--- src/rtl/gs_pkg.sv ---
package gs_pkg;

    typedef enum logic [1:0] {
        GS_IDLE = 2'b00,
        GS_OPEN = 2'b01,
        GS_DONE = 2'b11
    } gs_state_e;

endpackage

--- src/rtl/gs_edge_det.sv ---
module gs_edge_det (
    input  logic clk,
    input  logic rst_n,
    input  logic level_i,
    output logic rise_o
);

    logic prev_d, prev_q;

    always_comb begin
        prev_d = level_i;
        rise_o = level_i & ~prev_q;
    end

    always_ff @(posedge clk) begin
        if (!rst_n) prev_q <= 1'b0;
        else        prev_q <= prev_d;
    end

endmodule

--- src/rtl/gs_delay.sv ---
module gs_delay #(
    parameter int DELAY_CYC = 64
) (
    input  logic clk,
    input  logic rst_n,
    input  logic trig_i,
    output logic fire_o
);

    generate
        if (DELAY_CYC == 0) begin : g_bypass
            assign fire_o = trig_i;
        end else begin : g_count
            localparam int CNT_W = (DELAY_CYC > 1) ? $clog2(DELAY_CYC) : 1;
            localparam logic [CNT_W-1:0] LOAD = CNT_W'(DELAY_CYC - 1);

            typedef struct packed {
                logic             busy;
                logic [CNT_W-1:0] cnt;
            } dly_regs_t;

            dly_regs_t r_d, r_q;

            always_comb begin
                r_d    = r_q;
                fire_o = r_q.busy && (r_q.cnt == '0);
                if (r_q.busy) begin
                    if (r_q.cnt == '0) r_d.busy = 1'b0;
                    else               r_d.cnt  = r_q.cnt - 1'b1;
                end else if (trig_i) begin
                    r_d.busy = 1'b1;
                    r_d.cnt  = LOAD;
                end
            end

            always_ff @(posedge clk) begin
                if (!rst_n) r_q <= '0;
                else        r_q <= r_d;
            end
        end
    endgenerate

endmodule

--- src/rtl/gs_fsm.sv ---
module gs_fsm
    import gs_pkg::*;
(
    input  logic       clk,
    input  logic       rst_n,
    input  logic       step_i,
    input  logic       coin_i,
    output logic [1:0] state_o,
    output logic       gate_o,
    output logic       strobe_o
);

    typedef struct packed {
        gs_state_e st;
        logic      armed;
        logic      strobe;
    } fsm_regs_t;

    fsm_regs_t r_d, r_q;

    always_comb begin
        r_d        = r_q;
        r_d.strobe = 1'b0;
        case (r_q.st)
            GS_IDLE: begin
                r_d.armed = 1'b0;
                if (step_i) r_d.st = GS_OPEN;
            end
            GS_OPEN: begin
                if (step_i && r_q.armed) begin
                    r_d.st     = GS_DONE;
                    r_d.strobe = 1'b1;
                    r_d.armed  = 1'b0;
                end else if (coin_i) begin
                    r_d.armed = 1'b1;
                end
            end
            GS_DONE: begin
                r_d.st = GS_DONE;
            end
            default: begin
                r_d.st    = GS_IDLE;
                r_d.armed = 1'b0;
            end
        endcase
    end

    always_ff @(posedge clk) begin
        if (!rst_n) begin
            r_q.st     <= GS_IDLE;
            r_q.armed  <= 1'b0;
            r_q.strobe <= 1'b0;
        end else begin
            r_q <= r_d;
        end
    end

    assign state_o  = r_q.st;
    assign gate_o   = (r_q.st == GS_OPEN) && !r_q.armed;
    assign strobe_o = r_q.strobe;

endmodule

--- src/rtl/gate_seq.sv ---
module gate_seq #(
    parameter int DELAY_CYC = 64
) (
    input  logic       clk,
    input  logic       rst_n,
    input  logic       pulse_i,
    input  logic       coin_i,
    input  logic       func_en_i,
    output logic       tb_gate_o,
    output logic       tot_gate_o,
    output logic       disp_strobe_o,
    output logic [1:0] state_o
);

    logic rise, fired, step, gate;

    gs_edge_det u_edge (
        .clk     (clk),
        .rst_n   (rst_n),
        .level_i (pulse_i),
        .rise_o  (rise)
    );

    gs_delay #(.DELAY_CYC(DELAY_CYC)) u_dly (
        .clk    (clk),
        .rst_n  (rst_n),
        .trig_i (rise),
        .fire_o (fired)
    );

    assign step = fired & func_en_i;

    gs_fsm u_fsm (
        .clk      (clk),
        .rst_n    (rst_n),
        .step_i   (step),
        .coin_i   (coin_i),
        .state_o  (state_o),
        .gate_o   (gate),
        .strobe_o (disp_strobe_o)
    );

    assign tb_gate_o  = gate;
    assign tot_gate_o = gate;

endmodule

--- config.mk ---
export PLATFORM = sky130hd
export DESIGN_NAME = gate_seq
export DESIGN_NICKNAME = d
export VERILOG_FILES = /design/src/rtl/gs_pkg.sv /design/src/rtl/gs_edge_det.sv /design/src/rtl/gs_delay.sv /design/src/rtl/gs_fsm.sv /design/src/rtl/gate_seq.sv
export SDC_FILE = /design/constraint.sdc
export NUM_CORES = 1
export LEC_CHECK = 0
export CAP_MARGIN = 0
export CELL_PAD_IN_SITES_DETAIL_PLACEMENT = 1
export CELL_PAD_IN_SITES_GLOBAL_PLACEMENT = 1
export CORE_MARGIN = 2
export CORE_UTILIZATION = 37
export DETAILED_ROUTE_END_ITERATION = 7
export PLACE_DENSITY = 0.82
export RECOVER_POWER = 50
export SYNTH_ARGS = -nofsm -noshare
export SYNTH_HDL_FRONTEND = slang
export SYNTH_SLANG_ARGS = --single-unit
--- constraint.sdc ---
create_clock -name clk -period 2.2 [get_ports clk]
set_clock_uncertainty 0.2 [all_clocks]
set_input_delay 0.44 -clock clk [delete_from_list [all_inputs] [get_ports clk]]
set_output_delay 0.44 -clock clk [all_outputs]
set_load 0.03 [all_outputs]
Word level (Yosys, flattened, before mapping)
Cells that the tools add are included.
{"block": "totals", "reg_bits": 12, "input_bits": 5, "output_inout_bits": 5, "word_cells": 39}
{"block": "classes", "n_addsub": 1, "n_eq_ne": 6, "muxes": 11, "bitwise": 4, "reduce_logical": 11}
{"operator": "7-bit 2-to-1 mux", "count": 2}
{"operator": "2-bit AND reduction", "count": 4}
{"operator": "6-bit zero test", "count": 1}
{"operator": "6-bit 2-to-1 mux", "count": 1}
{"operator": "2-bit one-hot mux with 3 select lines", "count": 1}
{"operator": "6-bit by 1-bit subtractor with 6-bit output, second input constant", "count": 1}
{"operator": "1-bit 2-to-1 mux", "count": 4}
{"operator": "2-bit 2-to-1 mux", "count": 2}
{"operator": "2-bit by 1-bit != test with 1-bit output, second input constant", "count": 2}
{"operator": "1-bit logical AND", "count": 3}
{"operator": "3-bit by 2-bit != test with 1-bit output, second input constant", "count": 1}
{"operator": "1-bit bitwise AND", "count": 2}
{"operator": "2-bit by 1-bit == test with 1-bit output, second input constant", "count": 1}
{"operator": "2-bit == test, second input constant", "count": 1}
{"operator": "2-bit zero test", "count": 1}
{"operator": "2-bit != test, second input constant", "count": 1}
{"operator": "1-bit inverter", "count": 2}
{"operator": "1-bit one-hot mux with 2 select lines", "count": 1}
{"operator": "2-bit nonzero test", "count": 1}
{"operator": "1-bit zero test", "count": 1}

Depth between registers and ports, before layout
Gate-level depths: netlist of run 1.
{"block": "logic_depth", "word_depth": 6, "depth_mapped": 6, "ltp_nobuf": 5}

Modules after synthesis
A second synthesis of run 1 with hierarchy kept.
{"block": "hier_totals", "cells_unflattened": 65, "area_unflattened_um2": 581.8}
{"module": "gs_delay", "instances": 1, "cells_each": 42, "area_each_um2": 374.1, "seq_area_each_um2": 140.1}
{"module": "gs_fsm", "instances": 1, "cells_each": 18, "area_each_um2": 153.9, "seq_area_each_um2": 80.1}
{"module": "gs_edge_det", "instances": 1, "cells_each": 3, "area_each_um2": 40.0, "seq_area_each_um2": 20.0}
{"module": "gate_seq", "instances": 1, "cells_each": 2, "area_each_um2": 13.8, "seq_area_each_um2": 0.0}

Worst setup path after synthesis of run 1
No wires, ideal clock.
{"block": "synth_path", "kind": "register to output", "start": "reg u_fsm.r_q, in the netlist u_fsm.state_o[1]", "end": "out tot_gate_o", "t_arrival_ps": 1435, "required_ps": 1560, "setup_slack_ps": 125, "path_stages_with_launch": 3, "n_path_buf": 1, "path_cell_list": "dfxtp_1 > nor3b_1 > buf_4"}
{"block": "synth_via", "elab_chain_cells": 2}
{"item": "from (decl)", "line_no": "gs_fsm.sv:19", "text": "fsm_regs_t r_d, r_q;"}
{"item": "from (signal assigned)", "line_no": "gs_fsm.sv:54", "text": "r_q <= r_d;"}
{"item": "2-bit by 1-bit == test with 1-bit output", "line_no": "gs_fsm.sv:59", "text": "assign gate_o = (r_q.st == GS_OPEN) && !r_q.armed;"}
{"item": "1-bit logical AND", "line_no": "gs_fsm.sv:59"}
{"item": "to (decl)", "line_no": "gate_seq.sv:10", "text": "output logic tot_gate_o,"}
No other way between the ends.

Worst setup path in the final report of run 1
{"block": "layout_path", "start": "reg u_fsm.r_q, in the netlist u_fsm.state_o[1]", "end": "out state_o[1]"}
{"item": "to (decl)", "line_no": "gate_seq.sv:12", "text": "output logic [1:0] state_o"}
No word-level cell between the ends.

==> results of run 1 <==
==> per-stage QoR <==
stage,instances,hold WS [ns],power (µW)
2_1_floorplan,66,0.253,329
3_3_place_gp,86,0.297,354
3_5_place_dp,86,0.313,358
4_1_cts,90,0.326,539
5_1_grt,90,0.369,573
6_report,90,0.326,529
==> path summary, 6_finish.rpt <==
path | depth (start not counted) | slack, ns | endpoint | startpoint
worst min-delay path | 2 | 0.33 | u_dly.g_count.r_q[5] | u_dly.g_count.r_q[5]
worst max-delay path | 1 | 0.16 | state_o[1] | u_fsm.state_o[1]
worst min register to register | 2 | 0.33 | u_dly.g_count.r_q[5] | u_dly.g_count.r_q[5]
worst max register to register | 5 | 0.17 | u_dly.g_count.r_q[0] | u_dly.g_count.r_q[0]
==> placed cells by master, fill, tap and decap left out, drive strengths merged <==
| cell type | Yosys | routed |
|---|---|---|
| ha | 2 | 2 |
| a21oi | 3 | 3 |
| dlygate4sd3 | 0 | 1 |
| nor4 | 2 | 2 |
| nor2 | 2 | 2 |
| clkdlybuf4s50 | 0 | 6 |
| inv | 4 | 4 |
| nor3b | 2 | 2 |
| a21boi | 3 | 3 |
| clkbuf | 2 | 5 |
| dlygate4sd2 | 0 | 2 |
| nand3b | 1 | 1 |
| o31ai | 1 | 1 |
| nand2 | 4 | 4 |
| buf | 5 | 1 |
| o31a | 1 | 1 |
| o21bai | 1 | 1 |
| and2b | 1 | 1 |
| a31oi | 1 | 1 |
| a2111oi | 1 | 1 |
| nor4b | 2 | 2 |
| o21ai | 1 | 1 |
| o22a | 1 | 1 |
| o21a | 3 | 3 |
| nor2b | 1 | 1 |
| dfxtp | 12 | 12 |
| o221a | 2 | 2 |
| and2 | 3 | 3 |
| o211ai | 1 | 1 |
| or4b | 2 | 2 |
| and3 | 1 | 1 |
| nand2b | 1 | 1 |
==> power groups by stage <==
stage | sequential [µW] | clock (µW) | combinational (µW)
finish | 259 | 179 | 91.5
global route | 264 | 206 | 104
CTS | 260 | 185 | 94.2
detailed placement | 265 | 0 | 93.8
global placement | 263 | 0 | 91.2
floorplan | 250 | 0 | 78.8
==> what timing repair did <==
action	CTS	global route
hold buffers	0	0
setup endpoints to repair	2	0
gates resized for setup	2	0
endpoints found under the hold margin	0	0
==> cell usage after synthesis (all sizes together), types with 2 or more instances <==
cell and number:
nor4 2, inv 4, clkbuf 2, nor3b 2, and2 3, nand2 4, a21boi 3, buf 5
nor2 2, a21oi 3, nor4b 2, o221a 2, or4b 2, dfxtp 12, ha 2, o21a 3
==> final cells by class <==
cell class                      count  share of cell area, %
Tap cell                           16                   2.78
Multi-Input combinational cell     43                   43.1
Inverter                            4                   2.08
Sequential cell                    12                   33.3
Clock buffer                        4                   5.03
Timing Repair Buffer               11                   13.7
==> cell families after synthesis <==
group                      after synthesis  share of synthesized area (%)
AOI/OAI and AO/OA                       19                           23.3
DFF                                     12                           39.3
buffers and inverters                   11                           9.00
adders and majority gates                2                           4.09
and+or+nand+nor                         22                           24.3
==> flip-flops by register name, indices dropped and copies added, names as in the netlist <==
name / flops
u_edge.prev_q: 1
u_fsm.r_q: 1
u_fsm.state_o: 2
u_fsm.strobe_o: 1
u_dly.g_count.r_q: 7
==> per-layer routing <==
metal  share of wire [%]  vias to the layer above  track usage (%)
met1                  48                      242             23.3
li1                    -                      254                -
met4                0.81                        0             9.09
met5                   0                        -                0
met3                 4.0                        2             6.12
met2                  47                       11             25.8
==> metrics, run 1 <==
status=finished clean; worst path bufs/invs=1; Post-Syn Area=612 µm²; Slew Viols, Final=0; hpwl dp=984 µm; vias after detailed routing=509; PnR worst setup slack=0.155 ns; critical path launch point type=register; Crit Path Class=register to output port; PD cells=734 nW/µm²; Final Cycle Share=92.9%; register bit count reported by yosys=12; crit path time final=2.04 ns; largest net degree at the start of global routing=11; global-route wire length before repair=2.48 mm; clk slew on worst S/H paths=0.08 ns; clock latency at the later pin of the worst-skew pair=0.27 ns; unique cell type count in the Yosys netlist=33; CP Cell Sequence=clkdlybuf4s50_1; die area=1990 µm²; Total Neg Setup Slack=0 ns; Antenna Cells=0; number of setup buffers added after CTS=0; share of total power in combinational logic=17.3%; EDFF count, synth=0; Layout area overhead=17.8%; die height=44.7 µm; die width=44.7 µm; Int Pwr=381 µW; Peak supply drop=0.381 mV; CP Capture Type=output port; Root Driver=clkbuf_4; Final Hold Fails=0; TritonCTS clock tree=yes; Global Route Usage Sum=17.8%; area leader, netlist=dfxtp_1; Worst EP required=1.56 ns; DRC errors left=0; initial antenna violation count=0; ys async rst share=0%; area of the multi-input gates=310 µm²; drt initial violations=8; Core Area=1520 µm²; Site Rows=14; clock sinks=12; Ports=10; achievable clock frequency=489 MHz; Max-Slew Margin vs Limit=71.4%; leakage power=0.000281 µW; final setup vio count=0; Syn Inst Count=66; Worst Tran Pin Value=0.418 ns; Sw Share=28.0%; RSZ-0062 raised after global routing=no; crit path DAT=1.40 ns; CP Max Fanout=6; total net switching power=148 µW; delay-heaviest family, CP=buffers and inverters; Post-DRT Antenna Nets=0; Min-Delay Path Class=register to register; placed standard-cell area=697 µm²; # nets final=82; Synth area leaders=dfxtp_1 39%, ha_1 4.1%, a21boi_0 3.7%, buf_4 3.7%, o21a_1 3.7%; layout cells sized above 1=10.8%; syn_area_per_cell=9.27 µm²; # fillers=183; RePlAce Congestion=0.780; Worst path slowest cell=clkdlybuf4s50_1; design area=721 µm²; sequential share of power=49.0%; Post-Place Worst Slack=0.172 ns; routed wire length=1.36 mm; First-pass DRT Iterations=4; CP max stage delay=0.70 ns; DR WL/cell=15.1 µm; Mapped Nets=73; IO Port Bufs=9; H-tree depth=1; vias per std cell=5.66; post-layout util=47.3%; Yosys top cell area share=39.3%; main flop type after synthesis=dfxtp_1; clock share of power=33.7%; YS warnings=0; clock tree buffer depth=2; sequential cell area=240 µm²; CTS buffer count=3; vias in the first global route=521; part of the Yosys area used for sequential elements=39.3%; grt ovf=0; max-cap viol count=0; Starting Density=40.1%
Power figures use the tool's default switching activity.
==> run 2: changes to the inputs <==
--- a/config.mk
+++ b/config.mk
@@ -5,6 +5,7 @@
 export SDC_FILE = /design/constraint.sdc
 export NUM_CORES = 1
 export LEC_CHECK = 0
+export ABC_CLOCK_PERIOD_IN_PS = 2200
 export CAP_MARGIN = 0
 export CELL_PAD_IN_SITES_DETAIL_PLACEMENT = 1
 export CELL_PAD_IN_SITES_GLOBAL_PLACEMENT = 1
==> results of run 2 <==
Same layout as run 1: the final DEF is identical, and so are final timing and power.
==> run 3: changes to the inputs <==
--- a/config.mk
+++ b/config.mk
@@ -10,9 +10,11 @@
 export CELL_PAD_IN_SITES_DETAIL_PLACEMENT = 1
 export CELL_PAD_IN_SITES_GLOBAL_PLACEMENT = 1
 export CORE_MARGIN = 2
-export CORE_UTILIZATION = 37
+export CORE_UTILIZATION = 40
+export CTS_BUF_LIST = sky130_fd_sc_hd__clkbuf_8
 export DETAILED_ROUTE_END_ITERATION = 7
-export PLACE_DENSITY = 0.82
+export GPL_TIMING_DRIVEN = 0
+export PLACE_DENSITY = 0.87
 export RECOVER_POWER = 50
 export SYNTH_ARGS = -nofsm -noshare
 export SYNTH_HDL_FRONTEND = slang
==> run 3 against run 2 <==
Sequential share of layout area is 1.7 points lower. Clock-buffer cell count unchanged. Via count up 2.0%. Global-route usage fell by 0.085 points. Clock power increased by 34%. Cell count grew 4.4%. First-iteration DRC count decreased by 63%. Total power rose by 12%. Utilization increased by 4.2 points. Sequential power down 3%. Critical path type unchanged. Largest cell class unchanged. Largest power group unchanged.
==> metrics, run 3 (synthesis results as in run 1) <==
status=finished clean; # fillers=183; WL met1=627 µm; critical path launch point type=register; IO Port Bufs=8; WL met2=746 µm; Max-Slew Margin vs Limit=62.4%; H-tree depth=1; Post-CTS Hold Buffers=0; grt ovf=0; clock latency at the later pin of the worst-skew pair=0.24 ns; die width=43.1 µm; sequential cell area=240 µm²; largest net degree at the start of global routing=11; CTS buffer count=3; RePlAce Congestion=0.702; highest metal used=met3; initial antenna violation count=0; DR WL met3=38 µm; Worst Tran Pin Value=0.562 ns; Global Route Usage Sum=17.8%; PD cells=783 nW/µm²; Most flops, register=u_dly.g_count.r_q; # nets final=86; achievable clock frequency=478 MHz; Core Area=1470 µm²; crit path time final=2.09 ns; First-pass DRT Iterations=3; Post-DRT Antenna Nets=0; Post-Place Worst Slack=0.103 ns; area of the multi-input gates=310 µm²; vias per std cell=5.52; Final Hold Fails=0; CP Capture Type=output port; DRC errors left=0; vias in the first global route=553; Slew Viols, Final=0; leakage power=0.000305 µW; drt initial violations=3; Peak supply drop=0.465 mV; Final Cycle Share=95.1%; vias after detailed routing=519; clock sinks=12; CP Max Fanout=6; most frequent cells in the layout=12 x dfxtp_1, 4 x inv_1, 4 x nand2_1, 4 x clkbuf_8, 4 x clkdlybuf4s50_1; Worst EP required=1.56 ns; Root Driver=clkbuf_8; die area=1860 µm²; Min-Delay Path Class=register to register; die height=43.1 µm; routed wire length=1.41 mm; final setup vio count=0; clock tree buffer depth=2; crit path DAT=1.45 ns; RSZ-0062 raised after global routing=no; max reg flops=7; global-route wire length before repair=2.49 mm; Total Neg Setup Slack=0 ns; layout cells sized above 1=15.4%; max-cap viol count=0; Crit Path Class=register to output port; Antenna Cells=0; Site Rows=14; Starting Density=41.6%; DR WL/cell=15.0 µm; Layout area overhead=23.9%; most common cell after layout, fill and taps aside=dfxtp_1; PnR worst setup slack=0.107 ns; hpwl dp=968 µm; clk slew on worst S/H paths=0.06 ns; TritonCTS clock tree=yes; Ports=10
## run 3: cell count changes in the layout (fill, tap and decap cells not counted)
cell / change
buf_2: +2
dlygate4sd3_1: +1
buf_4: +2
clkbuf_8: +3
clkbuf_1: +1
clkbuf_4: -3
clkdlybuf4s50_1: -2
## run 3: layer usage
layer  vias to the layer above  track usage, %
met3                         0            3.83
met1                       254            21.1
li1                        258               -
met2                         7            32.2
met5                         -               0
met4                         0            3.64
## run 3: per-stage QoR
stage | cells | power [µW] | utilization [%] | area (µm²) | hold WS (ns)
floorplan | 66 | 329 | - | 612 | 0.253
global placement | 90 | 355 | 48.4 | 712 | 0.276
detailed placement | 90 | 359 | 48.4 | 712 | 0.287
CTS | 94 | 601 | 52.0 | 764 | 0.315
global route | 94 | 625 | 51.5 | 758 | 0.345
finish | 94 | 594 | 51.5 | 758 | 0.310
## run 3: path summary, 6_finish.rpt
path / from / cells past startpoint / slack (ns) / endpoint
min reg2reg: u_dly.g_count.r_q[5] / 2 / 0.31 / u_dly.g_count.r_q[5]
max reg2reg: u_dly.g_count.r_q[0] / 6 / 0.15 / u_dly.g_count.r_q[1]
max: u_fsm.state_o[1] / 2 / 0.11 / state_o[1]
min: u_dly.g_count.r_q[5] / 2 / 0.31 / u_dly.g_count.r_q[5]
## run 3: power by group
part           internal [µW]  leakage (µW)  switching [µW]
Clock                    158     0.0000288            81.2
Combinational           47.5      0.000177            57.1
Sequential               235     0.0000989            15.6
Total                    440      0.000305             154
## run 3: final cells by class
type / count / share of cell area (%)
buffer: 7 / 5.28
clock buffer: 4 / 7.26
inverter: 4 / 1.98
multi-input combinational: 43 / 40.9
sequential: 12 / 31.7
tap: 16 / 2.64
timing repair buffer: 8 / 10.2
## run 3: worst max-delay path: stages, from the launching register on
cell	delay [ns]
dfxtp_1	0.42
buf_4	0.14
clkdlybuf4s50_1	0.65
## run 3: repair_timing
| action | 4_1_cts | 5_1_grt |
|---|---|---|
| buffers inserted | 0 | 0 |
| resized for setup | 2 | 0 |
| hold endpoints to repair | 0 | 0 |
| endpoints found under the setup margin | 2 | 0 |
